--- config.mk ---
export PLATFORM = sky130hd
export DESIGN_NAME = bus_arbiter_multi
export DESIGN_NICKNAME = d
export VERILOG_FILES = /design/src/rtl/arb_pkg.sv /design/src/rtl/arb_daisy_chain.sv /design/src/rtl/arb_fixed_prio.sv /design/src/rtl/arb_poll_counter.sv /design/src/rtl/bus_arbiter_multi.sv
export SDC_FILE = /design/constraint.sdc
export NUM_CORES = 1
export LEC_CHECK = 0
export ABC_AREA = 1
export BUFFER_PORTS_ARGS = -buffer_cell sky130_fd_sc_hd__clkbuf_2
export CELL_PAD_IN_SITES_DETAIL_PLACEMENT = 0
export CELL_PAD_IN_SITES_GLOBAL_PLACEMENT = 1
export CORE_MARGIN = 2
export CORE_UTILIZATION = 39
export CTS_BUF_LIST = sky130_fd_sc_hd__clkbuf_2 sky130_fd_sc_hd__clkbuf_4 sky130_fd_sc_hd__clkbuf_8
export DETAILED_ROUTE_END_ITERATION = 8
export PLACE_DENSITY_LB_ADDON = 0.1
export SLEW_MARGIN = 10
export SYNTH_ARGS = -nofsm -noshare
export SYNTH_HDL_FRONTEND = slang
export SYNTH_SLANG_ARGS = --single-unit
--- constraint.sdc ---
create_clock -name clk -period 3.6 [get_ports clk]
set_clock_uncertainty 0.2 [all_clocks]
set_input_delay 0.18 -clock clk [delete_from_list [all_inputs] [get_ports clk]]
set_output_delay 0.18 -clock clk [all_outputs]
set_load 0.02 [all_outputs]
--- src/rtl/arb_pkg.sv ---
`timescale 1ns/1ps
// Package: shared scheme encoding for the multi-scheme bus arbiter.
package arb_pkg;
    typedef enum logic [1:0] {
        SCH_CHAIN = 2'd0,
        SCH_POLL  = 2'd1,
        SCH_INDEP = 2'd2,
        SCH_RSVD  = 2'd3
    } sched_e;
endpackage

--- src/rtl/arb_daisy_chain.sv ---
`timescale 1ns/1ps
// Module: arb_daisy_chain
// Ripple chain. A pass token enters at index 0 and is absorbed by the first
// requesting position, so the position nearest the arbiter wins.
// Assumes: purely combinational; the caller registers the result.
module arb_daisy_chain #(
    parameter int N = 8
) (
    input  logic [N-1:0] req,
    output logic [N-1:0] win
);
    logic [N:0] pass_tok;

    assign pass_tok[0] = 1'b1;

    // one link per position: take the token if requesting, else pass it on
    for (genvar i = 0; i < N; i++) begin : g_link
        assign win[i]          = pass_tok[i] & req[i];
        assign pass_tok[i + 1] = pass_tok[i] & ~req[i];
    end
endmodule

--- src/rtl/arb_fixed_prio.sv ---
`timescale 1ns/1ps
// Module: arb_fixed_prio
// Priority encoder over dedicated request lines; lowest index wins.
// Assumes: purely combinational; returns zero when no line is raised.
module arb_fixed_prio #(
    parameter int N = 8
) (
    input  logic [N-1:0] req,
    output logic [N-1:0] win
);
    // scan from the top so the lowest raised index is written last
    always_comb begin
        win = '0;
        for (int i = N - 1; i >= 0; i--) begin
            if (req[i]) begin
                win    = '0;
                win[i] = 1'b1;
            end
        end
    end
endmodule

--- src/rtl/arb_poll_counter.sv ---
`timescale 1ns/1ps
// Module: arb_poll_counter
// Device-number counter for polling. It advances one step per arbitration
// cycle until the polled device is requesting, then holds. On the end of an
// occupancy it restarts at zero, or keeps its value when RESUME is set.
// Assumes: step_en is only high when no grant is held and the bus is free.
module arb_poll_counter #(
    parameter int N      = 8,
    parameter bit RESUME = 1'b0,
    localparam int IDW   = (N > 1) ? $clog2(N) : 1
) (
    input  logic           clk,
    input  logic           rst_n,
    input  logic           step_en,
    input  logic           release_now,
    input  logic [N-1:0]   req,
    output logic [IDW-1:0] cnt,
    output logic           hit
);
    localparam logic [IDW-1:0] LAST = IDW'(N - 1);

    assign hit = req[cnt];

    // counter: restart or keep on release, advance while the polled device is silent
    always_ff @(posedge clk) begin
        if (!rst_n) begin
            cnt <= '0;
        end else if (release_now) begin
            if (!RESUME) cnt <= '0;
        end else if (step_en && !hit) begin
            cnt <= (cnt == LAST) ? '0 : cnt + 1'b1;
        end
    end

    p_wrap_r5: assert property (@(posedge clk) disable iff (!rst_n)
        (step_en && !hit && cnt == LAST && !release_now) |=> (cnt == '0));
    p_step_r5: assert property (@(posedge clk) disable iff (!rst_n)
        (step_en && !hit && cnt != LAST && !release_now) |=> (cnt == $past(cnt) + 1'b1));
    p_frozen_r9: assert property (@(posedge clk) disable iff (!rst_n)
        (!step_en && !release_now) |=> $stable(cnt));
    p_restart_r6: assert property (@(posedge clk) disable iff (!rst_n)
        (release_now && !RESUME) |=> (cnt == '0));
endmodule

--- src/rtl/bus_arbiter_multi.sv ---
`timescale 1ns/1ps
// Module: bus_arbiter_multi
// Centralized arbiter with three selectable schemes: position chain, counter
// polling, and dedicated request/grant pairs. The grant is registered and held
// for the owner's occupancy, which ends when the owner drops bus_busy.
// Assumes: the owner raises bus_busy in the cycle after its grant appears and
// keeps it high until it is done; bus_busy high with no owner blocks arbitration.
module bus_arbiter_multi #(
    parameter int N_MASTERS   = 8,
    parameter bit POLL_RESUME = 1'b0,
    localparam int IDW        = (N_MASTERS > 1) ? $clog2(N_MASTERS) : 1
) (
    input  logic                 clk,
    input  logic                 rst_n,
    input  logic [1:0]           scheme_sel,
    input  logic [N_MASTERS-1:0] bus_req,
    input  logic                 bus_busy,
    output logic [N_MASTERS-1:0] bus_grant,
    output logic [IDW-1:0]       poll_addr
);
    import arb_pkg::*;

    sched_e               scheme;
    logic [N_MASTERS-1:0] grant_q, grant_d;
    logic [N_MASTERS-1:0] chain_win, indep_win, poll_win;
    logic                 bus_free, arbitrate, release_now, poll_step, poll_hit;
    logic [IDW-1:0]       cnt;

    assign scheme      = sched_e'(scheme_sel);
    assign bus_free    = (grant_q == '0) && !bus_busy;
    assign arbitrate   = bus_free && (bus_req != '0);
    assign release_now = (grant_q != '0) && !bus_busy;
    assign poll_step   = arbitrate && (scheme == SCH_POLL);

    arb_daisy_chain #(.N(N_MASTERS)) u_chain (
        .req (bus_req),
        .win (chain_win)
    );

    arb_fixed_prio #(.N(N_MASTERS)) u_indep (
        .req (bus_req),
        .win (indep_win)
    );

    arb_poll_counter #(.N(N_MASTERS), .RESUME(POLL_RESUME)) u_poll (
        .clk         (clk),
        .rst_n       (rst_n),
        .step_en     (poll_step),
        .release_now (release_now),
        .req         (bus_req),
        .cnt         (cnt),
        .hit         (poll_hit)
    );

    // polled winner: the device whose number is on the address bus
    assign poll_win = poll_hit ? (N_MASTERS'(1) << cnt) : '0;

    // next grant: hold, release, or pick per scheme when the bus is free
    always_comb begin
        grant_d = grant_q;
        if (release_now) begin
            grant_d = '0;
        end else if (arbitrate) begin
            unique case (scheme)
                SCH_CHAIN: grant_d = chain_win;
                SCH_INDEP: grant_d = indep_win;
                SCH_POLL:  grant_d = poll_win;
                default:   grant_d = '0;
            endcase
        end
    end

    // grant register
    always_ff @(posedge clk) begin
        if (!rst_n) grant_q <= '0;
        else        grant_q <= grant_d;
    end

    assign bus_grant = grant_q;
    assign poll_addr = cnt;

    p_one_owner_r1: assert property (@(posedge clk) disable iff (!rst_n)
        $onehot0(bus_grant));
    p_hold_r7: assert property (@(posedge clk) disable iff (!rst_n)
        (bus_grant != '0 && bus_busy) |=> $stable(bus_grant));
    p_release_r8: assert property (@(posedge clk) disable iff (!rst_n)
        (bus_grant != '0 && !bus_busy) |=> (bus_grant == '0));
    p_blocked_r9: assert property (@(posedge clk) disable iff (!rst_n)
        (bus_grant == '0 && (bus_busy || bus_req == '0)) |=> (bus_grant == '0));
    p_reserved_r10: assert property (@(posedge clk) disable iff (!rst_n)
        (bus_grant == '0 && scheme_sel == 2'd3) |=> (bus_grant == '0));
    p_poll_match_r5: assert property (@(posedge clk) disable iff (!rst_n)
        (bus_grant == '0 && !bus_busy && scheme_sel == 2'd1 && bus_req[poll_addr])
        |=> (bus_grant[poll_addr] && $stable(poll_addr)));
    p_chain_lowest_r3: assert property (@(posedge clk) disable iff (!rst_n)
        (bus_grant == '0 && !bus_busy && scheme_sel == 2'd0 && bus_req[0])
        |=> bus_grant[0]);
endmodule

==> flow_summary.json <==
{
  "outcome": "finished, final reports clean",
  "overflow": 0,
  "ioPinCount": 24,
  "path_common_cell": "nand2_2",
  "fmax_ghz": 0.625,
  "die_y_um": 50.2,
  "wl_per_cell_um": 10.8,
  "pwr-share-seq_pct": 30.2,
  "gp_routability_congestion": 0.797,
  "first_iter_violations": 9,
  "drtPass1Iterations": 4,
  "critPathMaxFanout": 8,
  "crit_type": "reg2reg",
  "clk_pin_slew_ps": 70,
  "yosys_register_bits": 11,
  "antenna_found_initial": 0,
  "setup_viol": 0,
  "slew_headroom_pct": 80.3,
  "synth_seq_area_share_pct": 26.5,
  "area_delta_synth_final_pct": 21.5,
  "start_util_pct": 42.0,
  "finalSetupTns_ps": 0,
  "hold_class": "in2reg",
  "cts_hold_buf": 0,
  "fin_hold_ws_ps": 58.9,
  "max_cap_violations": 0,
  "dp_hpwl_mm": 1.65,
  "grt_pass1_wl_mm": 3.26,
  "cp_slowest_cell": "dfxtp_1",
  "power.leakage_nw": 0.503,
  "switching_power_mw": 0.278,
  "syn-num-nets": 145,
  "insertedDiodeCount": 0,
  "syn_avg_cell_area_sq_um": 6.60,
  "rsz0062_at_grt": "no",
  "power_mw": 0.585,
  "worst_pin_slew_ps": 296,
  "cp-end-kind": "register",
  "netlist_instances": 126,
  "syn-cell-area_sq_um": 832,
  "grt_usage_pct": 17.1,
  "period_share_pct": 44.5,
  "grt_pass1_vias": 761,
  "num_vias": 847,
  "numCtsBuffers": 3,
  "synth_cell_type_count": 22,
  "finalWorstSetupSlack_ps": 2000,
  "clk_latency_ps": 280,
  "die_w_um": 50.2,
  "rows": 16,
  "final-hold-violation-count": 0,
  "start_kind": "register",
  "dieArea_sq_mm": 0.00252,
  "pre_cts_ws_ps": 2010,
  "routed_wl_mm": 1.95,
  "port_buffers": 23,
  "p_int_mw": 0.307,
  "postCtsResizedCells": 0,
  "path_cells": "inv_2, nand2_1, nand3_1, nand2_2, nand2_2, nand2_2, inv_2, nand2_2, inv_2, nor2_1, nor2_1",
  "final_cell_mix": "nand2_1, clkbuf_2, inv_1, nor2_1, dfxtp_1",
  "p_sw_share_pct": 47.5,
  "path_delay_family": "simple AND/OR/NAND/NOR gates",
  "fin_crit_ps": 1600,
  "ir_worst_vdd_uv": 416,
  "cp_num_buf_inv": 3,
  "cp_slowest_stage_delay_ps": 470,
  "combPwrFrac_pct": 53.6,
  "vias_per_cell": 4.71,
  "clock_sinks": 11,
  "cts_setup_buffers": 0,
  "layout.nets": 173,
  "coreArea_sq_mm": 0.00198,
  "final_util_pct": 51.0,
  "drive_gt1_share_pct": 29.4,
  "clock-root-buffer": "clkbuf_4",
  "drc": 0,
  "critPathRequiredTime_ps": 3580,
  "htree_levels": 1,
  "cts_tree": "done",
  "arrival_ps": 1580,
  "final_max_slew_viol_count": 0,
  "clk_path_buf_depth": 2,
  "grt_max_degree": 10,
  "power_density_mw_per_mm2": 579,
  "clkPwrFrac_pct": 16.2,
  "yosysWarnings": 0,
  "antenna_left": 0
}
power groups by stage:
| stage | Combinational (mW) | Clock [mW] | Sequential [mW] |
|---|---|---|---|
| 4_1_cts | 0.316 | 0.0978 | 0.177 |
| 3_5_place_dp | 0.315 | 0 | 0.180 |
| 5_1_grt | 0.347 | 0.106 | 0.181 |
| 6_report | 0.314 | 0.0948 | 0.177 |
| 3_3_place_gp | 0.315 | 0 | 0.178 |
| 2_1_floorplan | 0.200 | 0 | 0.213 |
metal layers:
metal	GRT usage, %	part of all wire, %	up-vias
met5	0	0	-
met4	5.56	1.2	0
met3	4.17	5.0	3
met2	26.1	43	20
met1	23.6	51	365
li1	-	-	459
final timing paths:
check                           slack (ps)  depth (start not counted)          start       endpoint
worst min register to register         280                          2   bus_grant[7]   bus_grant[7]
worst min-delay path                    60                          4  scheme_sel[1]   bus_grant[0]
worst max-delay path                  2000                         11  u_poll.cnt[0]  u_poll.cnt[1]
worst max register to register        2000                         11  u_poll.cnt[0]  u_poll.cnt[1]
worst register-to-register path, stage by stage, from the launching register on:
cell and delay [ps]:
dfxtp_1 470, inv_2 130, nand2_1 80, nand3_1 70, nand2_2 90, nand2_2 60, nand2_2 100, inv_2 50
nand2_2 80, inv_2 40, nor2_1 70, nor2_1 50
Yosys cell counts, drive strengths merged:
cell	n	area [sq um]
ha	6	75.1
inv	22	82.6
o22ai	1	6.26
nand2	29	129
nor3	5	30.0
nand3b	1	7.51
o21a	1	7.51
a21oi	8	43.8
o21ai	7	35.0
nor2	22	108
nand4	4	25.0
nand3	9	62.6
dfxtp	11	220
metrics by stage:
step                      instance area [sq um]  std cells
after CTS                                  1010        180
after global placement                      981        176
after global routing                       1010        180
after detailed placement                    981        176
after floorplan                             832        126
final                                      1010        180
layout make-up:
type                    count  area (sq um)
flip-flops and latches     11           220
repair buffers             23           115
fillers                   207           971
inverters                  22          82.6
multi-input cells          93           529
well taps                  27          33.8
clock buffers               4          30.0
cells by family (layout without fill, tap and decap cells):
| logic type | Yosys count | count (layout) | synth area share (%) |
|---|---|---|---|
| simple gates | 70 | 70 | 43.5 |
| flops | 11 | 11 | 26.5 |
| fa+ha+maj | 6 | 6 | 9.02 |
| compound gates | 17 | 17 | 11.1 |
| buf+inv | 22 | 49 | 9.92 |
registers in the layout, summed over array words and instances, names as in the netlist:
| name | flops |
|---|---|
| bus_grant | 8 |
| u_poll.cnt | 3 |
No activity file was read; power rests on OpenSTA's default activity.
